### config.mk
export PLATFORM = sky130hd
export DESIGN_NAME = prot_region_mapper
export DESIGN_NICKNAME = d
export VERILOG_FILES = /design/src/rtl/prm_pkg.sv /design/src/rtl/prm_regfile.sv /design/src/rtl/prm_region_eval.sv /design/src/rtl/prm_prio.sv /design/src/rtl/prot_region_mapper.sv
export SDC_FILE = /design/constraint.sdc
export NUM_CORES = 1
export LEC_CHECK = 0
export ABC_AREA = 1
export BUFFER_PORTS_ARGS = -buffer_cell sky130_fd_sc_hd__buf_2
export CORE_ASPECT_RATIO = 0.75
export CORE_UTILIZATION = 45
export DETAILED_ROUTE_END_ITERATION = 10
export SETUP_SLACK_MARGIN = 0.2
export SLEW_MARGIN = 20
export SYNTH_ARGS = -nofsm -noshare
export SYNTH_HDL_FRONTEND = slang
export SYNTH_SLANG_ARGS = --single-unit
### constraint.sdc
create_clock -name clk -period 8.8 [get_ports clk]
set_clock_uncertainty 0.2 [all_clocks]
set_input_delay 1.76 -clock clk [delete_from_list [all_inputs] [get_ports clk]]
set_output_delay 1.76 -clock clk [all_outputs]
set_load 0.02 [all_outputs]
### src/rtl/prm_pkg.sv
package prm_pkg;
  localparam int ADDR_W    = 32;
  localparam int CODE_W    = 4;
  localparam int ATTR_W    = 7;
  localparam int MIN_SHIFT = 6;

  typedef logic [ATTR_W-1:0] attr_t;

  // Select codes for the non-window registers
  localparam logic [2:0] SEL_CTRL  = 3'd0;
  localparam logic [2:0] SEL_DPERM = 3'd1;
  localparam logic [2:0] SEL_CPERM = 3'd2;
  localparam logic [2:0] SEL_DCB   = 3'd3;
  localparam logic [2:0] SEL_WBB   = 3'd4;
  localparam logic [2:0] SEL_ICB   = 3'd5;

  function automatic logic can_read(input logic [CODE_W-1:0] c, input logic priv);
    case (c)
      4'd1:    return priv;
      4'd2:    return 1'b1;
      4'd3:    return 1'b1;
      4'd5:    return priv;
      4'd6:    return 1'b1;
      default: return 1'b0;
    endcase
  endfunction

  function automatic logic can_write(input logic [CODE_W-1:0] c, input logic priv);
    case (c)
      4'd1, 4'd2: return priv;
      4'd3:       return 1'b1;
      default:    return 1'b0;
    endcase
  endfunction

  // Span is 2^(code+1) bytes, floored at 2^MIN_SHIFT
  function automatic logic region_hit(input logic [ADDR_W-1:0] a,
                                      input logic [ADDR_W-1:0] rgn);
    logic [5:0]        sh;
    logic [ADDR_W-1:0] keep;
    sh   = (rgn[5:1] < 5'(MIN_SHIFT-1)) ? 6'(MIN_SHIFT) : ({1'b0, rgn[5:1]} + 6'd1);
    keep = (sh >= 6'(ADDR_W)) ? '0 : ~((ADDR_W'(1) << sh) - ADDR_W'(1));
    return ((a ^ rgn) & keep) == '0;
  endfunction

  function automatic attr_t pack_attr(input logic r, input logic w, input logic x,
                                      input logic dc, input logic wb, input logic ic);
    return {ic, wb, dc, 1'b0, x, w, r};
  endfunction
endpackage

### src/rtl/prm_regfile.sv
module prm_regfile
  import prm_pkg::*;
#(
  parameter int NUM_REGIONS = 8,
  parameter int SEL_W       = 4,
  parameter int IDX_W       = 3,
  parameter int PW          = NUM_REGIONS * CODE_W
) (
  input  logic              clk,
  input  logic              rst_n,
  input  logic              wr_en,
  input  logic [SEL_W-1:0]  wr_sel,
  input  logic [ADDR_W-1:0] wr_data,
  output logic              unit_en,
  output logic              dce,
  output logic              ice,
  output logic [PW-1:0]     dperm,
  output logic [PW-1:0]     cperm,
  output logic [NUM_REGIONS-1:0] dcb,
  output logic [NUM_REGIONS-1:0] wbb,
  output logic [NUM_REGIONS-1:0] icb,
  output logic [ADDR_W-1:0] rgn_q [NUM_REGIONS]
);
  logic is_win;
  assign is_win = wr_sel[SEL_W-1];

  always_ff @(posedge clk) begin
    if (!rst_n) begin
      unit_en <= 1'b0;
      dce     <= 1'b0;
      ice     <= 1'b0;
      dperm   <= '0;
      cperm   <= '0;
      dcb     <= '0;
      wbb     <= '0;
      icb     <= '0;
    end else if (wr_en && !is_win) begin
      case (wr_sel[2:0])
        SEL_CTRL: begin
          unit_en <= wr_data[0];
          dce     <= wr_data[2];
          ice     <= wr_data[12];
        end
        SEL_DPERM: dperm <= wr_data[PW-1:0];
        SEL_CPERM: cperm <= wr_data[PW-1:0];
        SEL_DCB:   dcb   <= wr_data[NUM_REGIONS-1:0];
        SEL_WBB:   wbb   <= wr_data[NUM_REGIONS-1:0];
        SEL_ICB:   icb   <= wr_data[NUM_REGIONS-1:0];
        default: ;
      endcase
    end
  end

  for (genvar g = 0; g < NUM_REGIONS; g++) begin : g_win
    always_ff @(posedge clk) begin
      if (!rst_n)
        rgn_q[g] <= '0;
      else if (wr_en && is_win && wr_sel[IDX_W-1:0] == IDX_W'(g))
        rgn_q[g] <= wr_data;
    end
  end
endmodule

### src/rtl/prm_region_eval.sv
module prm_region_eval
  import prm_pkg::*;
(
  input  logic [ADDR_W-1:0] rgn,
  input  logic [CODE_W-1:0] dcode,
  input  logic [CODE_W-1:0] ccode,
  input  logic              dc_bit,
  input  logic              wb_bit,
  input  logic              ic_bit,
  input  logic              dce,
  input  logic              ice,
  input  logic [ADDR_W-1:0] addr,
  output logic              hit,
  output attr_t             attr_p,
  output attr_t             attr_u
);
  logic dc, wb, ic;
  assign hit    = rgn[0] & region_hit(addr, rgn);
  assign dc     = dc_bit & dce;
  assign wb     = dc & wb_bit;
  assign ic     = ic_bit & ice;
  assign attr_p = pack_attr(can_read(dcode, 1'b1), can_write(dcode, 1'b1),
                            can_read(ccode, 1'b1), dc, wb, ic);
  assign attr_u = pack_attr(can_read(dcode, 1'b0), can_write(dcode, 1'b0),
                            can_read(ccode, 1'b0), dc, wb, ic);
endmodule

### src/rtl/prm_prio.sv
module prm_prio #(
  parameter int NUM_REGIONS = 8
) (
  input  logic [NUM_REGIONS-1:0] hit,
  output logic [NUM_REGIONS-1:0] win,
  output logic                   any_hit
);
  // Later index overwrites earlier: highest index wins
  always_comb begin
    win     = '0;
    any_hit = 1'b0;
    for (int n = 0; n < NUM_REGIONS; n++) begin
      if (hit[n]) begin
        win    = '0;
        win[n] = 1'b1;
        any_hit = 1'b1;
      end
    end
  end
endmodule

### src/rtl/prot_region_mapper.sv
module prot_region_mapper
  import prm_pkg::*;
#(
  parameter int NUM_REGIONS = 8
) (
  input  logic        clk,
  input  logic        rst_n,
  input  logic        wr_en,
  input  logic [3:0]  wr_sel,
  input  logic [31:0] wr_data,
  input  logic [31:0] lk_addr,
  input  logic        lk_priv,
  output logic [6:0]  lk_attr
);
  localparam int IDX_W = (NUM_REGIONS > 1) ? $clog2(NUM_REGIONS) : 1;
  localparam int SEL_W = 4;
  localparam int PW    = NUM_REGIONS * CODE_W;

  logic              unit_en, dce, ice;
  logic [PW-1:0]     dperm, cperm;
  logic [NUM_REGIONS-1:0] dcb, wbb, icb;
  logic [ADDR_W-1:0] rgn_q [NUM_REGIONS];

  logic [NUM_REGIONS-1:0] hit_vec, win_vec;
  logic                   any_hit;
  attr_t attr_p_arr [NUM_REGIONS];
  attr_t attr_u_arr [NUM_REGIONS];
  attr_t sel_p, sel_u, open_attr, attr_priv, attr_user;

  prm_regfile #(
    .NUM_REGIONS(NUM_REGIONS), .SEL_W(SEL_W), .IDX_W(IDX_W), .PW(PW)
  ) u_regs (
    .clk(clk), .rst_n(rst_n), .wr_en(wr_en), .wr_sel(wr_sel), .wr_data(wr_data),
    .unit_en(unit_en), .dce(dce), .ice(ice), .dperm(dperm), .cperm(cperm),
    .dcb(dcb), .wbb(wbb), .icb(icb), .rgn_q(rgn_q)
  );

  for (genvar g = 0; g < NUM_REGIONS; g++) begin : g_eval
    prm_region_eval u_eval (
      .rgn(rgn_q[g]),
      .dcode(dperm[g*CODE_W +: CODE_W]),
      .ccode(cperm[g*CODE_W +: CODE_W]),
      .dc_bit(dcb[g]), .wb_bit(wbb[g]), .ic_bit(icb[g]),
      .dce(dce), .ice(ice), .addr(lk_addr),
      .hit(hit_vec[g]), .attr_p(attr_p_arr[g]), .attr_u(attr_u_arr[g])
    );
  end

  prm_prio #(.NUM_REGIONS(NUM_REGIONS)) u_prio (
    .hit(hit_vec), .win(win_vec), .any_hit(any_hit)
  );

  always_comb begin
    sel_p = '0;
    sel_u = '0;
    for (int n = 0; n < NUM_REGIONS; n++) begin
      sel_p = sel_p | (attr_p_arr[n] & {ATTR_W{win_vec[n]}});
      sel_u = sel_u | (attr_u_arr[n] & {ATTR_W{win_vec[n]}});
    end
  end

  assign open_attr = pack_attr(1'b1, 1'b1, 1'b1, dce, dce, ice);
  assign attr_priv = !unit_en ? open_attr : (any_hit ? sel_p : '0);
  assign attr_user = !unit_en ? open_attr : (any_hit ? sel_u : '0);
  assign lk_attr   = lk_priv ? attr_priv : attr_user;
endmodule

-- Yosys cells after proc, flatten, opt, wreduce, memory -nomap -nowiden
Cells that the tools add are included.
W data, S select, Z words.
- $add $sub $neg: 16
- multipliers: 0
- div/mod/pow operators: 0
- $lt $le $gt $ge: 16
- equality and inequality tests: 87
- shift operators: 8
- muxes and demuxes: 85
- bitwise logic cells: 86
- reduce and logical (&&, ||, !) cells: 66
- operator list (operator ; count):
    $and A32 B32 Y32 ; 8
    $logic_not A32 Y1 ; 8
    $mux W32 ; 8
    $not A32 Y32 ; 8
    $shl A1 B6 Y32 const A ; 8
    $sub A32 B1 Y32 const B ; 8
    $xor A32 B32 Y32 ; 8
    $eq A4 B2 Y1 const B ; 32
    $eq A4 B3 Y1 const B ; 32
    $and A7 B7 Y7 ; 16
    $or A7 B7 Y7 ; 14
    $reduce_or A5 Y1 ; 16
    $reduce_or A3 Y1 ; 24
    $eq A4 B1 Y1 const B ; 16
    $mux W1 ; 57
    $mux W6 ; 9
    $add A5 B1 Y6 const B ; 8
    $ge A6 B6 Y1 const B ; 8
    $mux W7 ; 6
    $lt A5 B3 Y1 const B ; 8
    $and A1 B1 Y1 ; 32
    $eq A3 B3 Y1 const B ; 4
    $reduce_and A2 Y1 ; 6
    $logic_and A1 B1 Y1 ; 10
    9 further kinds ; 10
- register bits: 347
- bits in latches: 0
- bits in writable memories: 0
- bits in read-only memories: 0
- bits of input ports: 72
- output and inout bits: 7
- logic and storage cells: 380
- memories kept: 0

-- Longest topological paths before layout
Gate-level depths: netlist of run 1.
- depth in word-level cells: 28
- gate-level depth with buffers: 32
- depth with buffers taken out: 32

-- Hierarchy
Synthesis of run 1 repeated with hierarchy kept, for this count alone.
- cell total of the unflattened synthesis: 5146
- area, all modules: 30541.8 µm²
- by module, submodules not included (module ; instances ; cells an instance ; area each (µm²) ; seq. area each (µm²)):
    prm_regfile ; 1 ; 1982 ; 13684.4 ; 6946.7
    prm_region_eval (g_eval[0].u_eval ...) ; 4 ; 364 ; 1981.9 ; 0.0
    prm_region_eval (g_eval[4].u_eval ...) ; 4 ; 361 ; 1953.1 ; 0.0
    prot_region_mapper ; 1 ; 234 ; 992.2 ; 0.0
    prm_prio ; 1 ; 30 ; 125.1 ; 0.0

-- Worst setup path after synthesis of run 1
OpenSTA, ideal clock, no wires.
- path type: input to output
- start point: in lk_addr[2]
- end point: out lk_attr[4]
- arrival: 3.722 ns
- data required time: 6.840 ns
- slack: 3.118 ns
- stages on the path: 20
- buffers on the path: 1
- cell sequence: buf_1 xor2_1 a21boi_0 o21ai_0 nand2_1 nor2_1 nand2_1 nor2_1 nand3_1 nor2_1 nand2_1 o21ai_2 nand2_1 nor2_4 nand2_1 o21ai_1 nor2_1 nand3_1 nand2_1 inv_1
- cells in the longest elaborated chain, start to end: 23
- elaborated cells between the ends (all ways): 83
- those cells by class: mux (21); bitwise (54); reduce/logical (8)
- ends and longest elaborated chain (element ; line ; text):
    start: declaration ; prot_region_mapper.sv:11 ; input logic [31:0] lk_addr,
    $xor A32 B32 Y32 ; prm_pkg.sv:43 ; return ((a ^ rgn) & keep) == '0;
    $and A32 B32 Y32 ; prm_pkg.sv:43 ;
    $logic_not A32 Y1 ; prm_pkg.sv:43 ;
    $and A1 B1 Y1 ; prm_region_eval.sv:18 ; assign hit = rgn[0] & region_hit(addr, rgn);
    $mux W1 ; prm_prio.sv:13 ; if (hit[n]) begin
    $mux W2 ; prm_prio.sv:13 ;
    $mux W3 ; prm_prio.sv:13 ;
    $mux W4 ; prm_prio.sv:13 ;
    $mux W5 ; prm_prio.sv:13 ;
    $mux W6 ; prm_prio.sv:13 ;
    $mux W7 ; prm_prio.sv:13 ;
    $mux W8 ; prm_prio.sv:13 ;
    $and A7 B7 Y7 (on tied branches) ; prot_region_mapper.sv:58, prot_region_mapper.sv:57 ;
    $or A7 B7 Y7 (on tied branches) (7 in series) ; prot_region_mapper.sv:58, prot_region_mapper.sv:57 ;
    $mux W7 (on tied branches) (2 in series) ; prot_region_mapper.sv:64, prot_region_mapper.sv:63 ;
    $mux W7 (*) ; prot_region_mapper.sv:65 ; assign lk_attr = lk_priv ? attr_priv : attr_user;
    end: declaration ; prot_region_mapper.sv:13 ; output logic [6:0] lk_attr
Every way passes the cells marked *; elsewhere a longest branch is shown, timed or not.

-- Worst setup path in the final report of run 1
- start point: reg u_regs.rgn_q[2] (netlist name)
- end point: out lk_attr[2]
- cells in the longest elaborated chain, start to end: 21
- elaborated cells between the ends (all ways): 49
- those cells by class: add/sub (2); order compare (2); shift (1); mux (9); bitwise (34); reduce/logical (1)
- ends and longest elaborated chain (element ; line ; text):
    start: declaration ; prm_regfile.sv:22 ; output logic [ADDR_W-1:0] rgn_q [NUM_REGIONS]
    start signal: indexed assignment ; prm_regfile.sv:59 ; rgn_q[g] <= wr_data;
    $add A5 B1 Y6 / $lt A5 B3 Y1 (equally long branches) ; prm_pkg.sv:41 ; sh = (rgn[5:1] < 5'(MIN_SHIFT-1)) ? 6'(MIN_SHIFT) : ({1'b0, rgn[5:1]} + 6'd1);
    $mux W6 ; prm_pkg.sv:41 ;
    $shl A1 B6 Y32 ; prm_pkg.sv:42 ; keep = (sh >= 6'(ADDR_W)) ? '0 : ~((ADDR_W'(1) << sh) - ADDR_W'(1));
    $sub A32 B1 Y32 ; prm_pkg.sv:42 ;
    $not A32 Y32 ; prm_pkg.sv:42 ;
    $mux W32 ; prm_pkg.sv:42 ;
    $and A32 B32 Y32 (*) ; prm_pkg.sv:43 ;
    $logic_not A32 Y1 (*) ; prm_pkg.sv:43 ;
    $and A1 B1 Y1 (*) ; prm_region_eval.sv:18 ;
    $mux W8 ; prm_prio.sv:13 ;
    $and A7 B7 Y7 (on tied branches) ; prot_region_mapper.sv:58, prot_region_mapper.sv:57 ;
    $or A7 B7 Y7 (on tied branches) (7 in series) ; prot_region_mapper.sv:58, prot_region_mapper.sv:57 ;
    $mux W7 (on tied branches) (2 in series) ; prot_region_mapper.sv:64, prot_region_mapper.sv:63 ;
    $mux W7 (*) ; prot_region_mapper.sv:65 ;
Marks and branches as above.

==> key figures, run 1 <==
Synthesis
  • Largest area contributor in the netlist: dfxtp_1
  • Ys flop type: dfxtp_1
  • Async set-reset flop share out of synthesis: 0
  • Mapped Cells: 4530
  • YS warnings: 0
  • Syn nets: 4618
  • Synthesized area: around 27000 um^2
  • Synthesized area per cell: 6.00 um^2
  • Post-synth EDFFs: 0
  • Number of synthesized register bits: 347
  • Synth top area cells: dfxtp_1 26%, nand2_1 14%, nor2_1 13%
  • Count of cell types in the netlist: just under 60
  • Sequential fraction of the synthesis area: 0.255
  • Synth top area share: 0.255

Clock network
  • Clock sink count: about 350
  • Post-CTS setup buffers: 0
  • Clock Latency Late Sink: ~580 ps
  • # hold bufs at CTS: 0
  • Resized cells post-CTS: 0
  • Reg clk slew, reported paths: approximately 60 ps
  • H-tree Lvls: 2
  • TritonCTS clock tree: done
  • Clock buffer count from CTS: 40
  • Bufs on Longest Clock Path: 3
  • Root Buffer: clkbuf_16

Die
  • IO Count: just under 80
  • Site Rows: 77
  • Initial Util: 0.458
  • Core area: ~60000 um^2
  • Full die area: roughly 61000 um^2
  • Width of the die: about 290 um
  • Die Height: roughly 210 um

Setup path
  • Crit-path max FO: 16
  • Slowest CP cell: dfxtp_1
  • Crit Path Category: flop to output port
  • CP Cell Sequence: ha_1, nand4_1, nand2_1, inv_1, nor2_2, nand4_1, ha_1, or2_2, nand3_1, o21ai_0, nor3_1, nand4_1, nor2_1, nand3_2, nand2_4, nor2_4, nand3_1, nand2_1, nor2_1, nand3_1, nand2_1, nand2_1, buf_2
  • Reg2reg path depth: 2
  • CP Launch Type: flop
  • CP max stage delay: approximately 450 ps
  • Cell mode on critical path: nand2_1
  • CP required: around 7000 ps
  • Worst setup EP type: output port
  • WP data arrival: 5430 ps

Timing
  • Final setup vio count: 0
  • Tightest Pin Transition: 1080 ps
  • Setup Total Neg Slack: 0 ps
  • Period minus WS final: roughly 7400 ps
  • Max-slew violations: 0
  • Final worst path period share: 0.840
  • Relative slew slack: 0.275
  • Fmax: approximately 140 MHz
  • RSZ-0062 raised after global routing: no
  • Hold Fails Final Rpt: 0

Global route
  • Global route overflow: 0
  • Number of global-route vias before repair: ~26k
  • Antenna violations before repair: 4
  • Total track usage: 0.344
  • First-pass GRT wire length: 161000 um
  • Largest net degree at the start of global routing: approximately 180

Final layout
  • FF+latch area: approximately 6900 um^2
  • Layout cells sized above 1: 0.0832
  • Synthesis-to-finish area growth: 6.79%
  • Fill count: 6494
  • Finished Core Util: 0.489
  • Final #Nets: between 4k and 5k
  • Diodes inserted: 0
  • Commonest non-fill, non-tap cell in the layout: nand2_1
  • Post-Layout Cell Count: between 5k and 6k
  • Area of the multi-input gates: between 15000 and 20000 um^2
  • Most frequent cells in the layout: 993 x nand2_1, 920 x nor2_1, 380 x o21ai_0

Detailed routing
  • Total vias in the final route: 29.4k
  • Vias per cell: approximately 5.6
  • Drt total wl: approximately 110000 um
  • DR pass1 iterations: 8
  • Initial DRC count: ~3.5k
  • WL per Instance: ~20 um
  • Number of remaining DRC errors: 0
  • Routed Antenna Nets: 0

Worst hold path
  • Hold Path Class: flop to flop
  • WHS Path Cells: 2

Placement
  • Buffers on Ports: 77
  • DP HPWL: approximately 76000 um
  • Gpl congestion: between 0.9 and 1
  • Dpl cells: 5194

Pwr
  • Internal: a little under 3 mW
  • Worst VDD drop: ~0.00011 V
  • Psw: between 1 and 1.5 mW
  • P_leak: roughly 15 nW
  • PwrDens: 146 nW/um^2
  • Sw frac: 0.319
  • Reg power frac: 0.385
  • Logic pwr share: 0.197
  • Clk pwr share: 0.418

Status
  • Status: completed

Job
  • Max Cap Viol: 0
==> final timing paths <==
check | slack, ps | from | end
max reg2reg | 7610 | u_regs.rgn_q[3] | u_regs.rgn_q[3]
min | 260 | u_regs.rgn_q[255] | u_regs.rgn_q[255]
min reg2reg | 260 | u_regs.rgn_q[255] | u_regs.rgn_q[255]
max | 1410 | u_regs.rgn_q[2] | lk_attr[2]
==> flip-flops by register name (all words and copies together) (netlist names) <==
| signal | flops |
|---|---|
| u_regs.dce | 1 |
| u_regs.wbb | 8 |
| u_regs.dcb | 8 |
| u_regs.dperm | 32 |
| u_regs.unit_en | 1 |
| u_regs.rgn_q | 256 |
| u_regs.icb | 8 |
| u_regs.ice | 1 |
| u_regs.cperm | 32 |
==> power by group through the flow <==
stage | sequential, mW | clock [mW] | combinational, mW
floorplan | 1.66 | 0 | 0.570
global placement | 1.67 | 0 | 0.813
detailed placement | 1.67 | 0 | 0.810
CTS | 1.64 | 1.80 | 0.814
global route | 1.64 | 1.86 | 0.913
finish | 1.64 | 1.78 | 0.836
==> area by class of cell <==
type / count / area share
repair buffers: 95 / 0.0187
flip-flops and latches: 347 / 0.239
clock buffers: 54 / 0.0387
clock inverters: 15 / 0.00784
multi-input cells: 3590 / 0.613
inverters: 372 / 0.0482
well taps: 790 / 0.0340
==> per-stage QoR <==
stage	setup slack (ps)	power [mW]	instance area, um^2	hold slack [ps]
6_report	1410	4.25	29000	257
4_1_cts	1430	4.25	29000	258
3_5_place_dp	2010	2.48	27700	248
3_3_place_gp	2080	2.48	27700	245
5_1_grt	880	4.42	29000	267
2_1_floorplan	3120	2.23	27200	230
==> Yosys cell counts, types with 3 or more instances <==
master / n
ha_1: 16
and2_1: 4
nor2_4: 32
o31ai_1: 3
buf_6: 16
nand3_1: 376
and3_1: 3
xor2_2: 5
or2_2: 12
inv_2: 23
nor3_1: 22
nand2_2: 39
nor3_4: 3
nor4_1: 7
buf_2: 15
dfxtp_1: 347
a31oi_1: 7
clkinv_1: 10
nand3_2: 17
o21ai_1: 9
nand3b_1: 16
a21oi_2: 3
nand2_1: 993
xor2_1: 226
a41oi_1: 10
nor2_2: 65
nand4_1: 195
o21ai_0: 380
inv_1: 338
clkbuf_1: 115
xnor2_1: 33
nor3b_1: 3
a211oi_1: 8
a21oi_1: 129
o21bai_1: 26
buf_4: 20
or2_1: 3
buf_1: 53
nor2_1: 923
==> critical path: cells and delay by family (launching register included) <==
kind / cells / cell delay [ps]
flip-flops: 1 / 450
AO/OA/AOI/OAI: 1 / 80
AND/OR/NAND/NOR: 18 / 3300
buffers and inverters: 2 / 380
adder cells (fa/ha/maj): 2 / 610
==> routing by layer <==
metal  vias up  part of all wire  global-route usage
li1      14500                 -                   -
met1     13500              0.48               0.529
met2      1351              0.39               0.479
met3       158              0.10              0.0592
met4         0             0.032               0.101
met5         -                 0                   0
==> cell families after synthesis <==
family                   share of synthesized area
buffers and inverters                       0.0900
adder cells (fa/ha/maj)                    0.00736
AND/OR/NAND/NOR                              0.443
other                                     0.000138
XOR/XNOR                                    0.0890
flip-flops                                   0.255
AO/OA/AOI/OAI                                0.115
Note: power is estimated with default switching activity, not from simulation.
==> inputs of run 2 (changes only) <==
==> constraint.sdc (replaced) <==
create_clock -name clk -period 6.29 [get_ports clk]
set_clock_uncertainty 0.2 [all_clocks]
set_input_delay 1.258 -clock clk [delete_from_list [all_inputs] [get_ports clk]]
set_output_delay 1.258 -clock clk [all_outputs]
set_load 0.02 [all_outputs]
==> run 2 against run 1 <==
  * Register-to-register slack worse by 2500 ps
  * Total power grew 36%
  * Combinational power is 47% higher
  * Largest power group is now registers
==> key figures, run 2 (same netlist as run 1, synthesis figures left out) <==
Timing
  • Final worst path period share: 0.922
  • Fmax: 172 MHz
  • Max-slew violations: 0 (unchanged)
  • Setup Total Neg Slack: 0 ps (unchanged)
  • RSZ-0062 raised after global routing: no
  • Relative slew slack: 0.271 (-0.00390)
  • Period minus WS final: roughly 5800 ps
  • Tightest Pin Transition: 1090 ps (+5.81 ps)
  • Final setup vio count: 0 (unchanged)
  • Setup WS post-layout: 489 ps (-919 ps)
  • Hold Fails Final Rpt: 0 (unchanged)

Die
  • Initial Util: 0.458 (unchanged)
  • Die Height: 215 um (unchanged)
  • Site Rows: 77 (unchanged)
  • IO Count: 79 (unchanged)
  • Core area: 59300 um^2 (unchanged)
  • Full die area: 61400 um^2 (unchanged)
  • Width of the die: 286 um (unchanged)

Detailed routing
  • M1 wire length: 50900 um (-0.82%)
  • Number of remaining DRC errors: 0 (unchanged)
  • Vias per cell: 5.63 (+0.57%)
  • WL per Instance: 20.7 um (+0.71%)
  • Total vias in the final route: 30.1k (+2.1%)
  • Highest routed metal layer: met4
  • WL met2: 43700 um (+3.5%)
  • Initial DRC count: 3620 (+3.3%)
  • Routed Antenna Nets: 0 (unchanged)
  • DR pass1 iterations: 7 (-1)
  • Met3 wire length: 12400 um (+12%)
  • Drt total wl: 110000 um (+2.3%)

Placement
  • DP HPWL: 76000 um (+0.30%)
  • Placed instance area: 27800 um^2 (+0.46%)
  • Pre-CTS setup slack: 387 ps (-1620 ps)
  • Buffers on Ports: 77 (unchanged)
  • Gpl congestion: 0.997 (-0.25%)

Final layout
  • Finished Core Util: 0.510 (+0.0204)
  • Most frequent cells in the layout: 974 x nand2_1, 889 x nor2_1, 379 x o21ai_0
  • Commonest non-fill, non-tap cell in the layout: nand2_1
  • Synthesis-to-finish area growth: 11.2%
  • Final #Nets: 4618 (+1.9%)
  • Final instance area: 30200 um^2 (+4.2%)
  • Layout cells sized above 1: 0.124 (+0.0409)
  • Top Registers: u_regs.rgn_q: 256 flops, u_regs.cperm: 32 flops, u_regs.dperm: 32 flops
  • Largest Register: u_regs.rgn_q
  • Max FFs per register: 256 (unchanged)

Setup path
  • CP required: 4830 ps (-2010 ps)
  • CP Launch Type: flop
  • WP data arrival: 4340 ps (-1090 ps)
  • Crit-path max FO: 8 (-8)
  • Crit Path Category: flop to output port
  • Worst setup EP type: output port

Pwr
  • Psw: 1.93 mW (+43%)
  • Worst VDD drop: 0.000173 V (+53%)
  • PwrDens: 191 nW/um^2 (+31%)
  • Reg power frac: 0.395 (+0.010)
  • Clk pwr share: 0.393 (-0.025)
  • P_leak: 15.3 nW (+2.6%)
  • Sw frac: 0.334 (+0.0150)
  • Internal: 3.85 mW (+33%)
  • Logic pwr share: 0.212 (+0.015)

Clock network
  • Clock Latency Late Sink: 570 ps (about the same)
  • Clock sink count: 347 (unchanged)
  • Reg clk slew, reported paths: 60 ps (about the same)
  • Clock buffer count from CTS: 39 (-2.5%)
  • Root Buffer: clkbuf_16
  • Bufs on Longest Clock Path: 3 (unchanged)
  • # hold bufs at CTS: 0 (unchanged)
  • TritonCTS clock tree: done
  • H-tree Lvls: 2 (unchanged)

Worst hold path
  • Hold Path Class: flop to flop

Job
  • Max Cap Viol: 0 (unchanged)

Status
  • Status: completed

Global route
  • First-pass GRT wire length: 162000 um (+0.45%)
  • Largest net degree at the start of global routing: 164 (-6.3%)
  • Number of global-route vias before repair: 25.8k (+0.77%)
  • Antenna violations before repair: 5 (+1)
  • Total track usage: 0.345 (+0.00134)
  • Global route overflow: 0 (unchanged)
## run 2: cell count changes in the layout (fill, tap and decap cells not counted), sizes merged
cell / before / now
bufinv: 5 / 1
clkinv: 16 / 15
clkbuf: 55 / 51
diode: 0 / 2
nor2: 1020 / 1022
buf: 94 / 176
nand3: 395 / 396
clkinvlp: 2 / 6
## run 2: path summary, 6_finish.rpt
path                            cells after the start             to  slack (ps)             from
worst max-delay path                               23     lk_attr[2]         490  u_regs.rgn_q[1]
worst min-delay path                                2  u_regs.wbb[0]         260    u_regs.wbb[0]
worst max register to register                      2     u_regs.dce        5140       u_regs.dce
worst min register to register                      2  u_regs.wbb[0]         260    u_regs.wbb[0]
## run 2: power by group through the flow
| stage | Sequential (mW) | Combinational, mW | Clock [mW] |
|---|---|---|---|
| 2_1_floorplan | 2.32 | 0.798 | 0 |
| 3_3_place_gp | 2.34 | 1.15 | 0 |
| 3_5_place_dp | 2.34 | 1.14 | 0 |
| 4_1_cts | 2.29 | 1.15 | 2.30 |
| 5_1_grt | 2.29 | 1.34 | 2.38 |
| 6_report | 2.29 | 1.23 | 2.27 |
## run 2: layout make-up
class                           count  area [um^2]
Inverter                          372         1410
Clock inverter                     14          126
Fill cell                        6384        29100
Sequential cell                   347         7020
Antenna cell                        2         5.00
Multi-Input combinational cell   3593        18400
Timing Repair Buffer              177         1190
Clock buffer                       50         1070
Tap cell                          790          988
## run 2: worst max-delay path, cell delays in order, from the launching register on
cell     delay [ps]
dfxtp_4         390
ha_4            180
nand4_1         110
nand2_2         100
inv_2            80
nor2_4          190
nand4_1         170
ha_2            240
or2_2           290
nand3_1          70
o21ai_0          80
nor3_1          210
nand4_1         250
nor2_4          190
nand3_4         190
nand2_8         220
nor2_4           70
nand2_1          60
nand3_1         100
nor2_1          140
nand3_1          80
nand2_1          70
nand2_1          90
buf_2           170
## run 2: metrics by stage
step | instances | power (mW) | hold WS, ps
2_1_floorplan | 4530 | 3.12 | 230
3_3_place_gp | 5211 | 3.48 | 245
3_5_place_dp | 5211 | 3.48 | 247
4_1_cts | 5280 | 5.73 | 257
5_1_grt | 5343 | 6.01 | 273
6_report | 5345 | 5.79 | 258
## run 2: repair_timing
item	4_1_cts	5_1_grt
resized for setup	24	169
cloned	0	3
setup endpoints to repair	6	6
buffers inserted	5	60
pin swaps	5	49
## run 2: layer usage
layer  track usage  vias to the layer above
met5             0                        -
met4        0.0977                        0
met3        0.0580                      178
met2         0.486                     1467
met1         0.529                    13800
li1              -                    14700
